==> src/rtl/frame_seq_pkg.sv <==
package frame_seq_pkg;
  localparam int ARG_REGS   = 4;
  localparam int XTRA_MAX   = 7;
  localparam int STATIC_MAX = 4;
  localparam int MAX_XFER   = ARG_REGS + 3 + XTRA_MAX + STATIC_MAX;
  localparam int IDX_W      = $clog2(MAX_XFER + 1);
  localparam int FRAME_W    = 11;

  typedef logic [4:0] reg_idx_t;

  typedef enum logic [1:0] {
    ST_IDLE = 2'd0,
    ST_XFER = 2'd1,
    ST_FIN  = 2'd2
  } seq_state_e;
endpackage

==> src/rtl/frame_seq_decode.sv <==
module frame_seq_decode
  import frame_seq_pkg::*;
(
  input  logic [3:0]         areg_code,
  input  logic               ext_form,
  input  logic [3:0]         frame_hi,
  input  logic [3:0]         frame_lo,
  output logic [2:0]         n_args,
  output logic [2:0]         n_static,
  output logic               illegal,
  output logic [FRAME_W-1:0] frame_bytes
);
  logic [3:0] code_eff;

  assign code_eff = ext_form ? areg_code : 4'd0;

  always_comb begin
    if (ext_form) begin
      frame_bytes = {frame_hi, frame_lo, 3'b000};
    end else if (frame_lo == 4'd0) begin
      frame_bytes = FRAME_W'(128);
    end else begin
      frame_bytes = {4'b0000, frame_lo, 3'b000};
    end
  end

  always_comb begin
    illegal = 1'b0;
    unique case (code_eff)
      4'd0, 4'd1, 4'd2, 4'd3, 4'd11: n_args = 3'd0;
      4'd4, 4'd5, 4'd6, 4'd7:        n_args = 3'd1;
      4'd8, 4'd9, 4'd10:             n_args = 3'd2;
      4'd12, 4'd13:                  n_args = 3'd3;
      4'd14:                         n_args = 3'd4;
      default: begin
        n_args  = 3'd0;
        illegal = 1'b1;
      end
    endcase
  end

  always_comb begin
    unique case (code_eff)
      4'd0, 4'd4, 4'd8, 4'd12, 4'd14: n_static = 3'd0;
      4'd1, 4'd5, 4'd9, 4'd13:        n_static = 3'd1;
      4'd2, 4'd6, 4'd10:              n_static = 3'd2;
      4'd3, 4'd7:                     n_static = 3'd3;
      4'd11:                          n_static = 3'd4;
      default:                        n_static = 3'd0;
    endcase
  end
endmodule

==> src/rtl/frame_seq_list.sv <==
module frame_seq_list
  import frame_seq_pkg::*;
(
  input  logic             is_save,
  input  logic [2:0]       ras_mask,
  input  logic [2:0]       xs_count,
  input  logic [2:0]       n_args,
  input  logic [2:0]       n_static,
  output reg_idx_t         list [MAX_XFER],
  output logic [IDX_W-1:0] list_len,
  output logic [IDX_W-1:0] arg_len
);
  always_comb begin
    logic [IDX_W-1:0] n;
    n = '0;
    for (int i = 0; i < MAX_XFER; i++) list[i] = '0;
    if (is_save) begin
      for (int i = 0; i < ARG_REGS; i++) begin
        if (i < int'(n_args)) begin
          list[n] = reg_idx_t'(4 + i);
          n = n + 1'b1;
        end
      end
    end
    arg_len = n;
    if (ras_mask[2]) begin
      list[n] = reg_idx_t'(31);
      n = n + 1'b1;
    end
    for (int j = XTRA_MAX; j >= 1; j--) begin
      if (j <= int'(xs_count)) begin
        list[n] = (j == XTRA_MAX) ? reg_idx_t'(30) : reg_idx_t'(17 + j);
        n = n + 1'b1;
      end
    end
    if (ras_mask[0]) begin
      list[n] = reg_idx_t'(17);
      n = n + 1'b1;
    end
    if (ras_mask[1]) begin
      list[n] = reg_idx_t'(16);
      n = n + 1'b1;
    end
    for (int k = 0; k < STATIC_MAX; k++) begin
      if (k < int'(n_static)) begin
        list[n] = reg_idx_t'(7 - k);
        n = n + 1'b1;
      end
    end
    list_len = n;
  end
endmodule

==> src/rtl/frame_seq.sv <==
module frame_seq
  import frame_seq_pkg::*;
#(
  parameter int XLEN = 64
) (
  input  logic            clk,
  input  logic            rst_n,
  input  logic            start,
  input  logic            is_save,
  input  logic            ext_form,
  input  logic [2:0]      ras_mask,
  input  logic [2:0]      xs_count,
  input  logic [3:0]      areg_code,
  input  logic [3:0]      frame_hi,
  input  logic [3:0]      frame_lo,
  input  logic [XLEN-1:0] sp_in,
  output logic            busy,
  output logic            done,
  output logic            err,
  output logic            mem_req,
  output logic            mem_we,
  output logic [XLEN-1:0] mem_addr,
  output logic [31:0]     mem_wdata,
  input  logic [31:0]     mem_rdata,
  input  logic            mem_ack,
  output logic [4:0]      rf_addr,
  input  logic [XLEN-1:0] rf_rdata,
  output logic            rf_we,
  output logic [XLEN-1:0] rf_wdata,
  output logic            sp_we,
  output logic [XLEN-1:0] sp_wdata
);
  localparam int WORD_W = 32;

  // decode of the packed fields
  logic [2:0]         dec_args, dec_static;
  logic               dec_illegal;
  logic [FRAME_W-1:0] dec_frame;
  logic [2:0]         xs_eff;
  reg_idx_t           gen_list [MAX_XFER];
  logic [IDX_W-1:0]   gen_len, gen_arg_len;

  assign xs_eff = ext_form ? xs_count : 3'd0;

  frame_seq_decode u_decode (
    .areg_code  (areg_code),
    .ext_form   (ext_form),
    .frame_hi   (frame_hi),
    .frame_lo   (frame_lo),
    .n_args     (dec_args),
    .n_static   (dec_static),
    .illegal    (dec_illegal),
    .frame_bytes(dec_frame)
  );

  frame_seq_list u_list (
    .is_save (is_save),
    .ras_mask(ras_mask),
    .xs_count(xs_eff),
    .n_args  (dec_args),
    .n_static(dec_static),
    .list    (gen_list),
    .list_len(gen_len),
    .arg_len (gen_arg_len)
  );

  // state
  seq_state_e         state_q, state_d;
  logic [IDX_W-1:0]   idx_q, idx_d;
  logic [IDX_W-1:0]   len_q, arg_len_q;
  reg_idx_t           list_q [MAX_XFER];
  logic               save_q;
  logic [XLEN-1:0]    sp_q, ptr_q, ptr_d;
  logic [FRAME_W-1:0] frame_q;
  logic               err_q, err_d;
  logic               accept, load_en, step_en;
  logic               in_args;

  assign accept  = start && (state_q == ST_IDLE) && !err_q;
  assign load_en = accept && !dec_illegal;
  assign in_args = (idx_q < arg_len_q);
  assign step_en = (state_q == ST_XFER) && mem_ack;

  // next state
  always_comb begin
    state_d = state_q;
    idx_d   = idx_q;
    ptr_d   = ptr_q;
    err_d   = 1'b0;
    unique case (state_q)
      ST_IDLE: begin
        if (accept) begin
          if (dec_illegal) begin
            err_d = 1'b1;
          end else begin
            idx_d   = '0;
            ptr_d   = is_save ? sp_in : (sp_in + XLEN'(dec_frame));
            state_d = (gen_len == '0) ? ST_FIN : ST_XFER;
          end
        end
      end
      ST_XFER: begin
        if (mem_ack) begin
          idx_d = idx_q + 1'b1;
          if (!in_args) ptr_d = ptr_q - XLEN'(4);
          if (idx_q + 1'b1 == len_q) state_d = ST_FIN;
        end
      end
      ST_FIN:  state_d = ST_IDLE;
      default: state_d = ST_IDLE;
    endcase
  end

  // registers
  always_ff @(posedge clk or negedge rst_n) begin
    if (!rst_n) begin
      state_q <= ST_IDLE;
      idx_q   <= '0;
      ptr_q   <= '0;
      err_q   <= 1'b0;
    end else begin
      state_q <= state_d;
      err_q   <= err_d;
      if (load_en || step_en) begin
        idx_q <= idx_d;
        ptr_q <= ptr_d;
      end
    end
  end

  always_ff @(posedge clk or negedge rst_n) begin
    if (!rst_n) begin
      len_q     <= '0;
      arg_len_q <= '0;
      save_q    <= 1'b0;
      sp_q      <= '0;
      frame_q   <= '0;
      for (int i = 0; i < MAX_XFER; i++) list_q[i] <= '0;
    end else if (load_en) begin
      len_q     <= gen_len;
      arg_len_q <= gen_arg_len;
      save_q    <= is_save;
      sp_q      <= sp_in;
      frame_q   <= dec_frame;
      for (int i = 0; i < MAX_XFER; i++) list_q[i] <= gen_list[i];
    end
  end

  // memory and register-file side
  reg_idx_t cur_reg;
  assign cur_reg = (idx_q < IDX_W'(MAX_XFER)) ? list_q[idx_q] : '0;

  assign busy      = (state_q == ST_XFER);
  assign mem_req   = busy;
  assign mem_we    = busy && save_q;
  assign mem_addr  = in_args ? (sp_q + XLEN'({idx_q, 2'b00})) : (ptr_q - XLEN'(4));
  assign mem_wdata = save_q ? rf_rdata[WORD_W-1:0] : '0;
  assign rf_addr   = busy ? cur_reg : '0;
  assign rf_we     = busy && !save_q && mem_ack;

  generate
    if (XLEN > WORD_W) begin : g_sext
      assign rf_wdata = {{(XLEN-WORD_W){mem_rdata[WORD_W-1]}}, mem_rdata};
    end else begin : g_plain
      assign rf_wdata = mem_rdata[XLEN-1:0];
    end
  endgenerate

  assign done     = (state_q == ST_FIN) || err_q;
  assign err      = err_q;
  assign sp_we    = (state_q == ST_FIN);
  assign sp_wdata = save_q ? (sp_q - XLEN'(frame_q)) : (sp_q + XLEN'(frame_q));
endmodule

==> config.mk <==
export PLATFORM = sky130hd
export DESIGN_NAME = frame_seq
export DESIGN_NICKNAME = d
export VERILOG_FILES = /design/src/rtl/frame_seq_pkg.sv /design/src/rtl/frame_seq_decode.sv /design/src/rtl/frame_seq_list.sv /design/src/rtl/frame_seq.sv
export SDC_FILE = /design/constraint.sdc
export NUM_CORES = 1
export LEC_CHECK = 0
export ABC_AREA = 1
export BUFFER_PORTS_ARGS = -buffer_cell sky130_fd_sc_hd__buf_2
export CAP_MARGIN = 20
export CORE_ASPECT_RATIO = 1.2
export CORE_MARGIN = 1.5
export CORE_UTILIZATION = 55
export CTS_CLUSTER_DIAMETER = 150
export CTS_CLUSTER_SIZE = 12
export DETAILED_ROUTE_END_ITERATION = 8
export HOLD_SLACK_MARGIN = 0.06
export PLACE_DENSITY = 0.78
export SLEW_MARGIN = 5
export SYNTH_ARGS = -nofsm -noshare
export SYNTH_HDL_FRONTEND = slang
export SYNTH_SLANG_ARGS = --single-unit
==> constraint.sdc <==
create_clock -name clk -period 9.95 [get_ports clk]
set_input_delay 0.995 -clock clk [delete_from_list [all_inputs] [get_ports clk]]
set_output_delay 0.995 -clock clk [all_outputs]
set_load 0.01 [all_outputs]
==> impl_metrics.toml <==
[power]
seqPwrFrac_pct = 19.3
clkPwrFrac_pct = 8.9
p_per_area_nw_per_um2 = 317
vdd_drop_max_uv = 231
netSwitchingFraction_pct = 55.5
power_frac_comb_pct = 71.8
switchingPower_uw = 5140
power.internal_uw = 4120
report.power.total_uw = 9260
power_leakage_uw = 0.0155

[worst_setup_path]
cp_slowest_stage_delay_ns = 0.31
worstPathArrival_ns = 9.64
cp_data_required_time_ns = 10.39
start_kind = "primary input"
crit_type = "primary input to flip-flop"
cp_common_cell = "ha_1"
endpoint_kind = "flip-flop"
crit_slowest_cell = "ha_1"
crit_path_max_fanout = 5

[timing]
slew_headroom_pct = 28.4
min_period_ns = 9.20
finClkSkew_ns = 0.0243
drv_slew = 0
fin_crit_sh_pct = 92.5
timing.fmax_mhz = 109
report.final.hold_viol_count = 0
max_slew.worst_pin.slew_ns = 1.06
setup_ws_ns = 0.748
setup_viol = 0
rsz0062_at_grt = "false"
fin_hold_ws_ns = 0.476

[synthesis]
synthTopCellsByArea = "dfrtp_1 (23%), nand2_1 (16%), inv_1 (9.0%)"
synthFlopType = "dfrtp_1"
synth_top_family_by_area = "simple AND/OR/NAND/NOR gates"
netlist_area_um2 = 26800
ys_seq_area_share_pct = 22.8
yosysMostFrequentCell = "nand2_1"
synth-adder-area-share_pct = 6.59
async_flop_share_pct = 100
syn_nets = 4712
yosys.area_share.xor_xnor_pct = 6.24
synth-edff-count = 0
yosys.area.top_type = "dfrtp_1"
synthSimpleGateAreaFrac_pct = 36.4
yosysTopAreaCellShare_pct = 22.8
yosys-top-cells-count = "nand2_1 (1146), inv_1 (644), nor2_1 (445), o21ai_0 (314), nand3_1 (259)"
yosys_register_bits = 244
synthDistinctLibCells = 61
syn-instance-count = 4388
synthMuxAreaShare_pct = 0.0373
yosys_warnings = 0
avgSynthCellArea_um2 = 6.11
synth_compound_area_share_pct = 15.2

[layout]
area_growth_pct = 8.94
drive_above_1_share_pct = 10.8
stdcell_area_um2 = 29200
final_nets = 4903
fill_cells = 4920

[global_routing]
grtUsageTotal_pct = 38.2
antenna_found_initial = 1
grt_pass1_wl_um = 150000
grt_overflow_total = 0
grt_pass1_vias = 28300
grt_max_degree = 117

[placed_design]
post-dp-hpwl_um = 79100
port_buffers = 291
globalplace.congestion = 1.03
pre_cts_ws_ns = -0.0407
placed_area_um2 = 28500

[detailed_routing]
detail_route.iter0.violations = 2590
drc = 0
routed-via-count = 29700
routed_wl_um = 97300
via_per_inst = 5.69
dr.pass1.iters = 6
antenna_left = 0
wl_per_cell_um = 18.7

[floorplanning]
fp.dieW_um = 205
rows = 88
fp.dieH_um = 245
core_um2 = 48100
ios = 420
die-area_um2 = 50100
start_util_pct = 55.7

[flow_run]
cap_violations = 0

[min_path]
hold_class = "primary input to asynchronous set/reset pin"

[clock_tree]
htreeDepth = 1
cts.sinks = 244
clk_latency_ns = 0.56
cts_inserted_buffers = 24
cts_max_path_buffers = 3
cts_setup_buffers = 0
cts_tree = "yes"
root_buffer = "clkbuf_16"
clk_pin_slew_ns = 0.07

[status]
outcome = "complete, no violations"
==> stage by stage <==
| stage | TNS (ns) | utilization (%) | cells |
|---|---|---|---|
| after global placement | 0 | 59.3 | 5183 |
| final | 0 | 60.7 | 5216 |
| after detailed placement | -0.0407 | 59.3 | 5183 |
| after floorplan | 0 | - | 4388 |
| after CTS | 0 | 60.6 | 5209 |
| after global routing | 0 | 60.7 | 5209 |
==> state kept, by name, summed over array words and instances (netlist names) <==
signal	flops
list_q	90
ptr_q	64
sp_q	64
frame_q	8
idx_q	5
len_q	5
arg_len_q	4
state_q	2
err	1
save_q	1
==> worst max-delay path, delay by kind of cell <==
family                     cells  cell delay (ns)
adders and majority gates     14             3.67
AOI/OAI and AO/OA             11             1.45
and+or+nand+nor               20             2.68
buffers and inverters         11             0.83
==> cells by family after synthesis <==
family                     count (synthesis)
and+or+nand+nor                         2237
buffers and inverters                    841
AOI/OAI and AO/OA                        734
DFF                                      244
xor gates and xnor gates                 191
adders and majority gates                140
muxes                                      1
==> worst paths after layout <==
check                      startpoint          to  slack [ns]  cells past startpoint
min                             rst_n    sp_q[56]        0.48                      1
max reg2reg                  idx_q[0]   ptr_q[27]        5.52                     15
min reg2reg                list_q[45]  list_q[45]        0.48                      2
min in group clk           list_q[45]  list_q[45]        0.48                      2
max in group asynchronous       rst_n     sp_q[3]        7.92                      2
max                          ext_form  state_q[0]        0.75                     56
==> power groups by stage <==
stage	combinational (uW)	sequential (uW)	clock (uW)
2_1_floorplan	4430	1660	0
3_3_place_gp	6520	1770	0
3_5_place_dp	6580	1780	0
4_1_cts	6610	1770	831
5_1_grt	7390	1830	863
6_report	6650	1790	824
==> what timing repair did <==
item	4_1_cts	5_1_grt
endpoints found under the hold margin	0	0
hold buffers	0	0
endpoints found under the setup margin	0	2
resized for setup	0	4
==> layout by cell type, fill, tap and decap left out, types with 5 or more instances in the layout <==
master        n
nand2_1    1145
inv_1       642
nor2_1      444
o21ai_0     309
buf_2       290
nand3_1     259
dfrtp_1     244
a21oi_1     220
xor2_1      149
ha_1        138
nor3_1      120
nand4_1      97
buf_4        49
o211ai_1     47
nor4_1       44
nand2_2      42
xnor2_1      42
a31oi_1      34
o21ai_1      27
nand3_2      26
clkbuf_16    24
o22ai_1      23
inv_2        17
nand3b_1     15
nand2_4      11
or2_2         9
o21a_1        9
a22oi_1       9
diode_2       7
o21ai_2       7
o31ai_1       7
o221ai_1      5
a21boi_0      5
a311o_1       5
nor3b_1       5
nor2_2        5
==> routing by layer <==
metal  vias up  track usage [%]  part of all wire, %
met1     13600             44.4                   38
li1      14600                -                    -
met3       320             4.28                  6.3
met2      1209             65.6                   48
met4         0             26.4                  7.9
met5         -                0                    0
==> final cells by class <==
type | count | area [um2] | share of cell area (%)
Antenna cell | 7 | 17.5 | 0.0600
Clock inverter | 2 | 25.0 | 0.0857
Timing Repair Buffer | 340 | 1830 | 6.28
Clock buffer | 24 | 601 | 2.06
Multi-Input combinational cell | 3303 | 17300 | 59.3
Tap cell | 630 | 788 | 2.70
Sequential cell | 244 | 6110 | 20.9
Inverter | 666 | 2510 | 8.58
Note: power is estimated with default switching activity, not from simulation.
